$ cat config.mk
export PLATFORM = sky130hd
export DESIGN_NAME = sw_affine_cell
export DESIGN_NICKNAME = d
export VERILOG_FILES = /design/src/rtl/sw_pair_weight.sv /design/src/rtl/sw_gap_reg.sv /design/src/rtl/sw_score_reg.sv /design/src/rtl/sw_affine_cell.sv
export SDC_FILE = /design/constraint.sdc
export NUM_CORES = 1
export LEC_CHECK = 0
export BUFFER_PORTS_ARGS = -buffer_cell sky130_fd_sc_hd__buf_2
export CORE_UTILIZATION = 41
export DETAILED_ROUTE_END_ITERATION = 10
export PLACE_DENSITY = 0.66
export SYNTH_ARGS = -nofsm -noshare
export SYNTH_HDL_FRONTEND = slang
export SYNTH_SLANG_ARGS = --single-unit
$ cat constraint.sdc
create_clock -name clk -period 6.07 [get_ports clk]
set_input_delay 1.214 -clock clk [delete_from_list [all_inputs] [get_ports clk]]
set_output_delay 1.214 -clock clk [all_outputs]
set_load 0.01 [all_outputs]
$ cat src/rtl/sw_pair_weight.sv
// Module: pair weight lookup.
// Gives MATCH_W when the two residue codes are equal, else MISMATCH_W.
// Assumes both weights fit in W signed bits.
module sw_pair_weight #(
    parameter int W          = 12,
    parameter int CW         = 2,
    parameter int MATCH_W    = 2,
    parameter int MISMATCH_W = -1
) (
    input  logic [CW-1:0]       code_a,
    input  logic [CW-1:0]       code_b,
    output logic signed [W-1:0] weight
);
    localparam logic signed [W-1:0] MW = W'(MATCH_W);
    localparam logic signed [W-1:0] XW = W'(MISMATCH_W);

    // Choose the weight from the code comparison.
    always_comb weight = (code_a == code_b) ? MW : XW;
endmodule

$ cat src/rtl/sw_gap_reg.sv
// Module: one affine gap score register (used for both E and F).
// Loads max(prev - extend, h - open) when ld is high, else holds.
// Assumes costs are non-negative and scores stay inside W bits.
module sw_gap_reg #(
    parameter int W  = 12,
    parameter int PW = W - 1
) (
    input  logic                clk,
    input  logic                rst_n,
    input  logic                ld,
    input  logic signed [W-1:0] prev_gap,
    input  logic signed [W-1:0] h_src,
    input  logic [PW-1:0]       open_cost,
    input  logic [PW-1:0]       ext_cost,
    output logic signed [W-1:0] q
);
    logic signed [W-1:0] ext_path, open_path, nxt;

    // Form both candidate gap scores and pick the larger.
    always_comb begin
        ext_path  = prev_gap - $signed({{(W-PW){1'b0}}, ext_cost});
        open_path = h_src    - $signed({{(W-PW){1'b0}}, open_cost});
        nxt       = (ext_path > open_path) ? ext_path : open_path;
    end

    // Register the gap score in its load phase.
    always_ff @(posedge clk) begin
        if (!rst_n)  q <= '0;
        else if (ld) q <= nxt;
    end
endmodule

$ cat src/rtl/sw_score_reg.sv
// Module: cell score H and running maximum.
// On ld, H takes the largest of 0, E, F and diag+weight, and the maximum
// is raised to the new H when that is larger. Assumes no overflow.
module sw_score_reg #(
    parameter int W = 12
) (
    input  logic                clk,
    input  logic                rst_n,
    input  logic                ld,
    input  logic signed [W-1:0] e_val,
    input  logic signed [W-1:0] f_val,
    input  logic signed [W-1:0] diag,
    input  logic signed [W-1:0] weight,
    output logic signed [W-1:0] h,
    output logic signed [W-1:0] hmax
);
    logic signed [W-1:0] diag_sum, best_gap, best_any, h_nxt;

    // Combine the three candidates and floor the result at zero.
    always_comb begin
        diag_sum = diag + weight;
        best_gap = (e_val > f_val) ? e_val : f_val;
        best_any = (best_gap > diag_sum) ? best_gap : diag_sum;
        h_nxt    = (best_any > 0) ? best_any : '0;
    end

    // Register H and raise the running maximum in the score phase.
    always_ff @(posedge clk) begin
        if (!rst_n) begin
            h    <= '0;
            hmax <= '0;
        end else if (ld) begin
            h <= h_nxt;
            if (h_nxt > hmax) hmax <= h_nxt;
        end
    end

    assert_h_nonneg_R8: assert property (@(posedge clk) disable iff (!rst_n)
        h >= 0);
    assert_max_mono_R7: assert property (@(posedge clk) disable iff (!rst_n)
        1'b1 |=> hmax >= $past(hmax));
    assert_max_cover_R7: assert property (@(posedge clk) disable iff (!rst_n)
        hmax >= h);
endmodule

$ cat src/rtl/sw_affine_cell.sv
// Module: affine-gap local alignment cell (top).
// Sequences two phases: a gap phase that registers E and F, then a score
// phase that registers H and the running maximum. Inputs are expected to
// be held across both phases of one cell update.
module sw_affine_cell #(
    parameter int W          = 12,
    parameter int CW         = 2,
    parameter int MATCH_W    = 2,
    parameter int MISMATCH_W = -1,
    parameter int PW         = W - 1
) (
    input  logic                clk,
    input  logic                rst_n,
    input  logic [CW-1:0]       res_a,
    input  logic [CW-1:0]       res_b,
    input  logic signed [W-1:0] e_in,
    input  logic signed [W-1:0] f_in,
    input  logic signed [W-1:0] h_row_in,
    input  logic signed [W-1:0] h_col_in,
    input  logic signed [W-1:0] h_diag_in,
    input  logic [PW-1:0]       gap_open,
    input  logic [PW-1:0]       gap_ext,
    output logic                h_phase,
    output logic signed [W-1:0] e_out,
    output logic signed [W-1:0] f_out,
    output logic signed [W-1:0] h_out,
    output logic signed [W-1:0] max_h
);
    logic signed [W-1:0] pair_w;

    // Alternate between the gap phase (0) and the score phase (1).
    always_ff @(posedge clk) begin
        if (!rst_n) h_phase <= 1'b0;
        else        h_phase <= ~h_phase;
    end

    sw_pair_weight #(.W(W), .CW(CW), .MATCH_W(MATCH_W), .MISMATCH_W(MISMATCH_W))
        u_weight (.code_a(res_a), .code_b(res_b), .weight(pair_w));

    sw_gap_reg #(.W(W), .PW(PW)) u_e (
        .clk(clk), .rst_n(rst_n), .ld(~h_phase), .prev_gap(e_in),
        .h_src(h_row_in), .open_cost(gap_open), .ext_cost(gap_ext), .q(e_out));

    sw_gap_reg #(.W(W), .PW(PW)) u_f (
        .clk(clk), .rst_n(rst_n), .ld(~h_phase), .prev_gap(f_in),
        .h_src(h_col_in), .open_cost(gap_open), .ext_cost(gap_ext), .q(f_out));

    sw_score_reg #(.W(W)) u_h (
        .clk(clk), .rst_n(rst_n), .ld(h_phase), .e_val(e_out), .f_val(f_out),
        .diag(h_diag_in), .weight(pair_w), .h(h_out), .hmax(max_h));

    assert_phase_alt_R6: assert property (@(posedge clk) disable iff (!rst_n)
        1'b1 |=> h_phase != $past(h_phase));
    assert_h_hold_R6: assert property (@(posedge clk) disable iff (!rst_n)
        !h_phase |=> $stable(h_out) && $stable(max_h));
    assert_ef_hold_R6: assert property (@(posedge clk) disable iff (!rst_n)
        h_phase |=> $stable(e_out) && $stable(f_out));
    assert_weight_R5: assert property (@(posedge clk)
        (res_a == res_b) ? (pair_w > 0) : (pair_w <= 0));
endmodule

==> impl_metrics.env, run 1 <==
export IMPL_antenna_found_initial=0
export IMPL_critPathSlowestCell="o211a_1"
export IMPL_finish_utilization_pct=54.68
export IMPL_setup_slack_ns=0.06802
export IMPL_grt_ovfl_total=0
export IMPL_p_leak_nw=3.977
export IMPL_synthCells=746
export IMPL_critPathKind="in -> reg"
export IMPL_syn_nets=953
export IMPL_finClkSkew_ns=0.003601
export IMPL_power_density_nw_per_um2=454.6
export IMPL_fin_tns_setup_ns=0
export IMPL_end_kind="flip-flop"
export IMPL_path_buf_inv=7
export IMPL_p_clk_share_pct=7.8
export IMPL_num_rows=44
export IMPL_dieArea_um2=15260
export IMPL_crit_family="compound AO/OA/AOI/OAI gates"
export IMPL_cts_path_max_buffers=2
export IMPL_htree_num_levels=2
export IMPL_vdd_drop_max_mv=0.3033
export IMPL_grt_pass1_wl_um=26250
export IMPL_synth_area_um2=6056
export IMPL_cts_root_buf="clkbuf_16"
export IMPL_vias=6006
export IMPL_place_congestion=0.9542
export IMPL_finalHoldViolCount=0
export IMPL_min_from="u_h.h[11]$_SDFFE_PN0P_"
export IMPL_tritoncts="yes"
export IMPL_die_h_um=123.5
export IMPL_fmax_ghz=0.1666
export IMPL_worst_setup_path_start_kind="input pin"
export IMPL_synth_edff_count=0
export IMPL_num_fill_cells=1354
export IMPL_post_route_period_util_pct=98.88
export IMPL_ios=137
export IMPL_remaining_drc_errors=0
export IMPL_grt_usage_pct=22.07
export IMPL_start_util_pct=41.83
export IMPL_coreArea_um2=14480
export IMPL_cp_max_fo=6
export IMPL_yosys_warnings=0
export IMPL_worstSetupStartpoint="res_a[0]"
export IMPL_drv_cap=0
export IMPL_post_drt_wl_per_cell_um=15.17
export IMPL_internal_power_mw=1.991
export IMPL_drive_above_1_share_pct=30.04
export IMPL_p_sw_mw=1.608
export IMPL_r2r_start="u_f.q[3]$_SDFFE_PN0N_"
export IMPL_slowest_delay_ns=0.35
export IMPL_dr_pass1_iters=5
export IMPL_rsz0062_at_grt="true"
export IMPL_synth_area_per_cell_um2=8.118
export IMPL_diodes=0
export IMPL_max_slew_margin_pct=23.06
export IMPL_routed_wl_um=17090
export IMPL_hold_class="reg -> reg"
export IMPL_grt_max_degree=45
export IMPL_slew_viol_final=0
export IMPL_hold_slack_ns=0.4701
export IMPL_p_comb_share_pct=78.5
export IMPL_p_sw_share_pct=44.68
export IMPL_place_ws_ns=-0.5212
export IMPL_hpwl_um=13870
export IMPL_drtIter0Drc=316
export IMPL_async_reset_ff_share_pct=0
export IMPL_clk_insertion_delay_late_ns=0.29
export IMPL_port_buffers=136
export IMPL_antenna_left=0
export IMPL_required_ns=6.27
export IMPL_setup_violations=0
export IMPL_sequentialPowerShare_pct=13.7
export IMPL_fin_nets=1148
export IMPL_ys_seq_elements=49
export IMPL_tightest_slew_ns=1.152
export IMPL_synth_flop_cell="dfxtp_1"
export IMPL_path_clk_slew_ns=0.07
export IMPL_syn2layout_area_growth_pct=30.74
export IMPL_hold_buffers=0
export IMPL_numCtsBuffers=5
export IMPL_outcome="finished clean"
export IMPL_crit_arrival_ns=6.20
export IMPL_cts_sinks=49
export IMPL_synth_cell_types=69
export IMPL_period_minus_slack_ns=6.002
export IMPL_grt_pass1_vias=5479
export IMPL_fp_dieW_um=123.5
export IMPL_vias_per_cell=5.334
export IMPL_ys_seq_area_share_pct=16.20
per-layer routing:
metal | wire length (µm) | global-route usage [%]
met4 | 264 | 4.443
met5 | 0 | 0
met3 | 664 | 2.814
met1 | 8190 | 29.53
met2 | 7967 | 37.74
cell type report:
type / instances / area, µm² / area share [%]
clock buffer: 5 / 125.1 / 1.580
clock inverter: 3 / 21.27 / 0.2686
inverter: 79 / 299.0 / 3.777
multi-input combinational: 600 / 5007 / 63.24
sequential: 49 / 980.9 / 12.39
tap: 184 / 230.2 / 2.908
timing repair buffer: 206 / 1254 / 15.83
synthesized netlist by cell type (all sizes together), types with 11 or more instances:
cell    instances  area share, %
a21o           15            1.9
a21oi          42            3.6
a22o           21            3.0
and2           22            2.3
clkbuf         11           0.85
dfxtp          49             16
ha            115             24
inv            79            4.9
mux2i          18            3.0
nand2          34            2.1
nand2b         14            1.4
nor2           58            3.6
nor2b          21            2.2
nor3           16            1.3
o21a           14            1.7
o21ai          48            4.0
xnor2          30            4.3
xor2           19            2.7
flip-flops by register name, indices dropped and copies added (netlist names):
| signal | flops |
|---|---|
| h_phase | 1 |
| u_e.q | 12 |
| u_f.q | 12 |
| u_h.h | 12 |
| u_h.hmax | 12 |
logic make-up after synthesis:
group	count (synthesis)	synth area share, %
compound gates	197	22.93
xor+xnor	49	7.087
fa+ha+maj	119	25.08
buf+inv	98	6.756
flops	49	16.20
mux	27	4.649
other cells	1	0.06192
simple gates	206	17.23
per-stage QoR:
stage	cell area (µm²)	power, mW	instances
6_report	7918	3.599	1126
5_1_grt	7918	3.876	1126
4_1_cts	7526	3.157	1118
3_5_place_dp	7341	2.831	1109
3_3_place_gp	7341	2.815	1109
2_1_floorplan	6082	1.948	746
power groups by stage:
| stage | clock (mW) | sequential (mW) | combinational, mW |
|---|---|---|---|
| detailed placement | 0 | 0.497 | 2.33 |
| floorplan | 0 | 0.515 | 1.43 |
| global route | 0.298 | 0.505 | 3.07 |
| CTS | 0.284 | 0.490 | 2.38 |
| finish | 0.282 | 0.492 | 2.83 |
| global placement | 0 | 0.496 | 2.32 |
path summary, 6_finish.rpt:
| path | depth (start not counted) | end | slack [ns] |
|---|---|---|---|
| max | 28 | u_h.hmax[10]$_SDFFE_PN0P_ | 0.07 |
| min | 1 | u_h.h[11]$_SDFFE_PN0P_ | 0.47 |
| max reg2reg | 28 | u_h.hmax[10]$_SDFFE_PN0P_ | 0.29 |
| min reg2reg | 1 | u_h.h[11]$_SDFFE_PN0P_ | 0.47 |
cells in the final DEF (no fill, tap or decap), drive strengths merged, types with 8 or more instances in the layout:
cell type and instances:
a22o 21, nand4 8, nand2 34, a21oi 42, mux2i 18, o21ai 48
inv 80, mux2 9, nor2 58, nor3 16, nand2b 14, xnor2 30
xor2 19, and2 22, dfxtp 49, buf 206, nor2b 21, ha 115
a21o 15, o21a 14
repair_timing:
action                     in CTS  in global routing
gates resized for setup         7                 63
pin swaps                       5                 40
buffers inserted                0                 10
setup endpoints to repair      12                 12
cloned                          1                  0
No activity file was read; power rests on OpenSTA's default activity.
==> run 2, diff against run 1 <==
--- a/config.mk
+++ b/config.mk
@@ -5,6 +5,7 @@
 export SDC_FILE = /design/constraint.sdc
 export NUM_CORES = 1
 export LEC_CHECK = 0
+export ABC_AREA = 1
 export BUFFER_PORTS_ARGS = -buffer_cell sky130_fd_sc_hd__buf_2
 export CORE_UTILIZATION = 41
 export DETAILED_ROUTE_END_ITERATION = 10
==> impl_metrics.env, run 2 <==
export IMPL_grt_use_met3_pct=1.926
export IMPL_register_area_um2=980.9
export IMPL_grt_pass1_vias=6274
export IMPL_max_slew_margin_pct=57.50
export IMPL_p_sw_share_pct=50.57
export IMPL_period_minus_slack_ns=6.039
export IMPL_finish_utilization_pct=57.10
export IMPL_internal_power_mw=2.566
export IMPL_grt_usage_pct=22.41
export IMPL_finClkSkew_ns=0.008344
export IMPL_start_util_pct=42.49
export IMPL_drv_cap=0
export IMPL_numCtsBuffers=5
export IMPL_synth_area_um2=6222
export IMPL_routed_wl_um=18090
export IMPL_cts_sinks=49
export IMPL_violations="design-rule violations"
export IMPL_ys_seq_elements=49
export IMPL_grt_max_degree=25
export IMPL_synth_edff_count=0
export IMPL_power_density_nw_per_um2=620.9
export IMPL_p_leak_nw=4.516
export IMPL_diodes=0
export IMPL_cts_path_max_buffers=2
export IMPL_drtIter0Drc=311
export IMPL_synth_top_area_share_pct=23.12
export IMPL_clk_insertion_delay_late_ns=0.30
export IMPL_hold_buffers=0
export IMPL_synth_area_top_cells="ha_1, dfxtp_1, nand2_1, inv_1, a21oi_1"
export IMPL_cp_max_fo=7
export IMPL_synth_cell_types=39
export IMPL_dieArea_um2=15670
export IMPL_met1_usage_pct=27.64
export IMPL_crit_arrival_ns=6.27
export IMPL_slowest_delay_ns=0.34
export IMPL_path_clk_slew_ns=0.07
export IMPL_num_rows=44
export IMPL_dr_pass1_iters=10
export IMPL_required_ns=6.30
export IMPL_antenna_left=0
export IMPL_num_fill_cells=1412
export IMPL_end_kind="flip-flop"
export IMPL_p_comb_share_pct=83.2
export IMPL_sequentialPowerShare_pct=10.6
export IMPL_synth_common_cells="nand2_1, inv_1, ha_1, a21oi_1, o21ai_0"
export IMPL_outcome="finished with violations"
export IMPL_synth_most_common_cell="nand2_1"
export IMPL_async_reset_ff_share_pct=0
export IMPL_tightest_slew_ns=0.6360
export IMPL_cts_root_buf="clkbuf_16"
export IMPL_multi_input_area_um2=5002
export IMPL_hold_class="reg -> reg"
export IMPL_yosys_warnings=0
export IMPL_worst_setup_path_start_kind="input pin"
export IMPL_post_drt_wl_per_cell_um=13.68
export IMPL_grt_use_met2_pct=41.74
export IMPL_ios=137
export IMPL_fmax_ghz=0.1656
export IMPL_synth_area_per_cell_um2=6.676
export IMPL_syn2layout_area_growth_pct=34.39
export IMPL_final_cell_mix="nand2_1, inv_1, buf_2"
export IMPL_synthCells=932
export IMPL_synth_flop_cell="dfxtp_1"
export IMPL_rsz0062_at_grt="true"
export IMPL_remaining_drc_errors=12
export IMPL_post_route_period_util_pct=99.49
export IMPL_fp_dieW_um=125.2
export IMPL_vias_per_cell=5.033
export IMPL_critPathKind="in -> reg"
export IMPL_hold_slack_ns=0.4264
export IMPL_vdd_drop_max_mv=0.4464
export IMPL_p_clk_share_pct=6.2
export IMPL_setup_slack_ns=0.03117
export IMPL_finalNonFillerCells=1322
export IMPL_syn_nets=1139
export IMPL_fin_nets=1344
export IMPL_finalHoldViolCount=0
export IMPL_netlist_top_cell_by_area="ha_1"
export IMPL_p_sw_mw=2.626
export IMPL_place_congestion=0.9491
export IMPL_dp_cells=1292
export IMPL_fin_tns_setup_ns=0
export IMPL_setup_violations=0
export IMPL_ys_seq_area_share_pct=15.77
export IMPL_antenna_found_initial=0
export IMPL_final_common_cell="nand2_1"
export IMPL_drive_above_1_share_pct=27.33
export IMPL_gr_max_usage_layer="met2"
export IMPL_slew_viol_final=0
export IMPL_die_h_um=125.2
export IMPL_htree_num_levels=2
export IMPL_critPathSlowestCell="ha_1"
export IMPL_place_ws_ns=-0.4930
export IMPL_tritoncts="yes"
export IMPL_grt_ovfl_total=0
export IMPL_port_buffers=136
export IMPL_hpwl_um=14930
export IMPL_grt_pass1_wl_um=28720
export IMPL_coreArea_um2=14640
export IMPL_vias=6653
-- run 2: cell count changes in the layout (fill, tap and decap cells not counted), moves of 16 or more --
cell / delta
and2_1: -21
a22o_1: -21
nand2_1: +147
a21oi_1: +39
mux2i_1: -16
o21ai_1: +17
nand3_1: +29
nor2_1: -23
xor2_1: +16
nor2b_1: -16
inv_1: +80
-- run 2: worst max-delay path, delay by kind of cell --
kind	cells	cell delay, ns
XOR/XNOR	2	0.32
AO/OA/AOI/OAI	9	1.27
adder cells (fa/ha/maj)	3	0.85
AND/OR/NAND/NOR	17	1.79
buffers and inverters	7	0.80
-- run 2: path summary, 6_finish.rpt --
path	from	slack [ns]	cells after the start	endpoint
setup / recovery	res_b[0]	0.03	38	u_h.hmax[3]$_SDFFE_PN0P_
hold / removal	u_h.h[11]$_SDFFE_PN0P_	0.43	2	u_h.h[11]$_SDFFE_PN0P_
setup reg to reg	u_f.q[11]$_SDFFE_PN0N_	0.59	34	u_h.hmax[3]$_SDFFE_PN0P_
hold reg to reg	u_h.h[11]$_SDFFE_PN0P_	0.43	2	u_h.h[11]$_SDFFE_PN0P_
-- run 2: final cells by class --
class	count	area share [%]
repair buffers	215	16.16
flip-flops and latches	49	11.73
clock buffers	5	1.496
multi-input cells	700	59.82
inverters	166	7.512
clock inverters	3	0.5237
well taps	184	2.753
-- run 2: repair_timing --
action                                  4_1_cts  5_1_grt
buffers inserted                              4       15
pin swaps                                     7       34
cloned                                        1        2
gates resized for setup                      15      106
endpoints found under the setup margin       11       12
-- run 2: per-layer routing --
| layer | routed length (µm) | part of all wire [%] | vias to the layer above |
|---|---|---|---|
| met5 | 0 | 0 | - |
| met4 | 270 | 1.5 | 0 |
| met3 | 767 | 4.2 | 17 |
| met2 | 8926 | 49 | 158 |
| met1 | 8121 | 45 | 2969 |
| li1 | - | - | 3509 |
-- run 2: cells by family (layout without fill, tap and decap cells) --
| family | count (synthesis) | count (layout) | share of synthesized area (%) |
|---|---|---|---|
| other cells | 1 | 1 | 0.06027 |
| fa+ha+maj | 119 | 119 | 24.41 |
| compound gates | 204 | 204 | 18.22 |
| simple gates | 321 | 322 | 22.48 |
| buf+inv | 184 | 389 | 11.46 |
| xor+xnor | 54 | 54 | 7.601 |
| flops | 49 | 49 | 15.77 |
-- run 2: per-stage QoR --
stage	instance area [µm²]	power, mW
2_1_floorplan	6222	2.743
3_3_place_gp	7478	3.940
3_5_place_dp	7478	3.990
4_1_cts	7785	4.368
5_1_grt	8362	5.642
6_report	8362	5.192
-- run 2: power by group through the flow --
stage	clock, mW	sequential (mW)	combinational (mW)
finish	0.322	0.550	4.32
global route	0.340	0.567	4.74
CTS	0.326	0.546	3.50
detailed placement	0	0.551	3.44
global placement	0	0.549	3.39
floorplan	0	0.579	2.16
==> run 3, diff against run 2 <==
--- a/config.mk
+++ b/config.mk
@@ -6,9 +6,10 @@
 export NUM_CORES = 1
 export LEC_CHECK = 0
 export ABC_AREA = 1
-export BUFFER_PORTS_ARGS = -buffer_cell sky130_fd_sc_hd__buf_2
+export BUFFER_PORTS_ARGS = -buffer_cell sky130_fd_sc_hd__buf_4
 export CORE_UTILIZATION = 41
 export DETAILED_ROUTE_END_ITERATION = 10
+export GPL_TIMING_DRIVEN = 0
 export PLACE_DENSITY = 0.66
 export SYNTH_ARGS = -nofsm -noshare
 export SYNTH_HDL_FRONTEND = slang
==> impl_metrics.env, run 3 (synthesis results as in run 2) <==
export IMPL_critPathSlowestCell="ha_1"
export IMPL_grt_ovfl_total=0
export IMPL_start_util_pct=42.49
export IMPL_outcome="finished with violations"
export IMPL_tightest_slew_ns=0.6122
export IMPL_p_sw_mw=2.589
export IMPL_die_h_um=125.2
export IMPL_slew_viol_final=0
export IMPL_hpwl_um=14850
export IMPL_htree_num_levels=2
export IMPL_antenna_found_initial=0
export IMPL_numCtsBuffers=5
export IMPL_place_area_um2=7473
export IMPL_p_clk_share_pct=7.3
export IMPL_dr_pass1_iters=10
export IMPL_routed_wl_um=18170
export IMPL_final_cell_mix="nand2_1, inv_1, buf_4"
export IMPL_setup_violations=10
export IMPL_path_clk_slew_ns=0.07
export IMPL_max_slew_margin_pct=58.75
export IMPL_coreArea_um2=14640
export IMPL_register_area_um2=980.9
export IMPL_place_ws_ns=-1.001
export IMPL_tritoncts="yes"
export IMPL_p_comb_share_pct=81.6
export IMPL_power_mw=4.985
export IMPL_vias=6541
export IMPL_cts_path_max_buffers=2
export IMPL_fin_nets=1309
export IMPL_vias_per_cell=5.082
export IMPL_grt_max_degree=17
export IMPL_drtIter0Drc=278
export IMPL_hold_slack_ns=0.4262
export IMPL_cts_root_buf="clkbuf_16"
export IMPL_final_common_cell="nand2_1"
export IMPL_place_congestion=0.9037
export IMPL_rsz0062_at_grt="true"
export IMPL_period_minus_slack_ns=6.156
export IMPL_finish_utilization_pct=57.24
export IMPL_vdd_drop_max_mv=0.3001
export IMPL_power_density_nw_per_um2=594.7
export IMPL_grt_usage_pct=22.47
export IMPL_p_leak_nw=4.393
export IMPL_ios=137
export IMPL_required_ns=6.26
export IMPL_violations="design-rule violations, negative setup slack"
export IMPL_port_buffers=136
export IMPL_drive_above_1_share_pct=23.75
export IMPL_p_sw_share_pct=51.93
export IMPL_post_drt_wl_per_cell_um=14.12
export IMPL_fmax_ghz=0.1624
export IMPL_antenna_left=0
export IMPL_internal_power_mw=2.396
export IMPL_cp_max_fo=6
export IMPL_finalHoldViolCount=0
export IMPL_worst_setup_path_start_kind="input pin"
export IMPL_fin_tns_setup_ns=-0.4876
export IMPL_diodes=0
export IMPL_clk_insertion_delay_late_ns=0.30
export IMPL_cts_sinks=49
export IMPL_finClkSkew_ns=0.007714
export IMPL_grt_pass1_vias=6140
export IMPL_num_fill_cells=1445
export IMPL_num_rows=44
export IMPL_slowest_delay_ns=0.33
export IMPL_crit_arrival_ns=6.34
export IMPL_crit_top_cell="nand2_1"
export IMPL_post_route_period_util_pct=101.4
export IMPL_grt_pass1_wl_um=28640
export IMPL_stdcell_area_um2=8382
export IMPL_syn2layout_area_growth_pct=34.71
export IMPL_multi_input_area_um2=4970
export IMPL_sequentialPowerShare_pct=11.1
export IMPL_remaining_drc_errors=12
export IMPL_critPathKind="in -> reg"
export IMPL_end_kind="flip-flop"
export IMPL_fp_dieW_um=125.2
export IMPL_hold_class="reg -> reg"
export IMPL_drv_cap=0
export IMPL_finalNonFillerCells=1287
export IMPL_dp_cells=1252
export IMPL_setup_slack_ns=-0.08609
export IMPL_dieArea_um2=15670
run 3: changes by cell type in the layout (fill, tap and decap cells not counted), moves of 3 or more:
| cell | change |
|---|---|
| nand2_2 | +4 |
| inv_2 | -4 |
| o21ai_2 | +5 |
| a21oi_2 | -4 |
| a21oi_1 | +4 |
| inv_1 | +3 |
| clkbuf_1 | +12 |
| ha_4 | -3 |
| nand2_4 | -3 |
| buf_4 | +85 |
| buf_2 | -133 |
run 3: power groups by stage:
stage	Clock [mW]	Combinational (mW)	Sequential, mW
final	0.365	4.07	0.553
after CTS	0.368	3.28	0.548
after detailed placement	0	3.05	0.554
after global placement	0	3.00	0.554
after floorplan	0	2.16	0.579
after global routing	0.380	4.47	0.571
run 3: timing repair:
| item | 4_1_cts | 5_1_grt |
|---|---|---|
| gates resized for setup | 31 | 87 |
| setup endpoints to repair | 12 | 12 |
| hold buffers | 0 | 0 |
| pin swaps | 8 | 53 |
| setup buffers | 7 | 18 |
| cloned | 2 | 1 |
| endpoints found under the hold margin | 0 | 0 |
run 3: metal layers:
metal	part of all wire (%)	vias to the layer above	routed length (µm)	GRT usage (%)
met2	49	164	8967	40.58
met3	4.1	27	748	2.353
li1	-	3442	-	-
met5	0	-	0	0
met4	2.5	0	456	6.671
met1	44	2908	8001	28.04
run 3: path summary, 6_finish.rpt:
| check | to | slack [ns] | depth (start not counted) | start |
|---|---|---|---|---|
| max | u_h.hmax[4]$_SDFFE_PN0P_ | -0.09 | 39 | res_b[1] |
| max reg2reg | u_h.hmax[4]$_SDFFE_PN0P_ | 0.67 | 37 | u_f.q[11]$_SDFFE_PN0N_ |
| min reg2reg | u_h.h[11]$_SDFFE_PN0P_ | 0.43 | 2 | u_h.h[11]$_SDFFE_PN0P_ |
| min | u_h.h[11]$_SDFFE_PN0P_ | 0.43 | 2 | u_h.h[11]$_SDFFE_PN0P_ |
run 3: area by class of cell:
cell class	instances	share of cell area, %
well taps	184	2.747
plain buffers	18	1.343
flip-flops and latches	49	11.70
repair buffers	162	15.08
inverters	166	7.524
clock buffers	5	1.493
clock inverters	3	0.8210
multi-input cells	700	59.29
run 3: worst max-delay path, delay by kind of cell:
family / cells / cell delay, ns
AND/OR/NAND/NOR: 17 / 1.75
AO/OA/AOI/OAI: 9 / 1.29
buffers and inverters: 8 / 0.94
adder cells (fa/ha/maj): 3 / 0.83
XOR/XNOR: 2 / 0.28
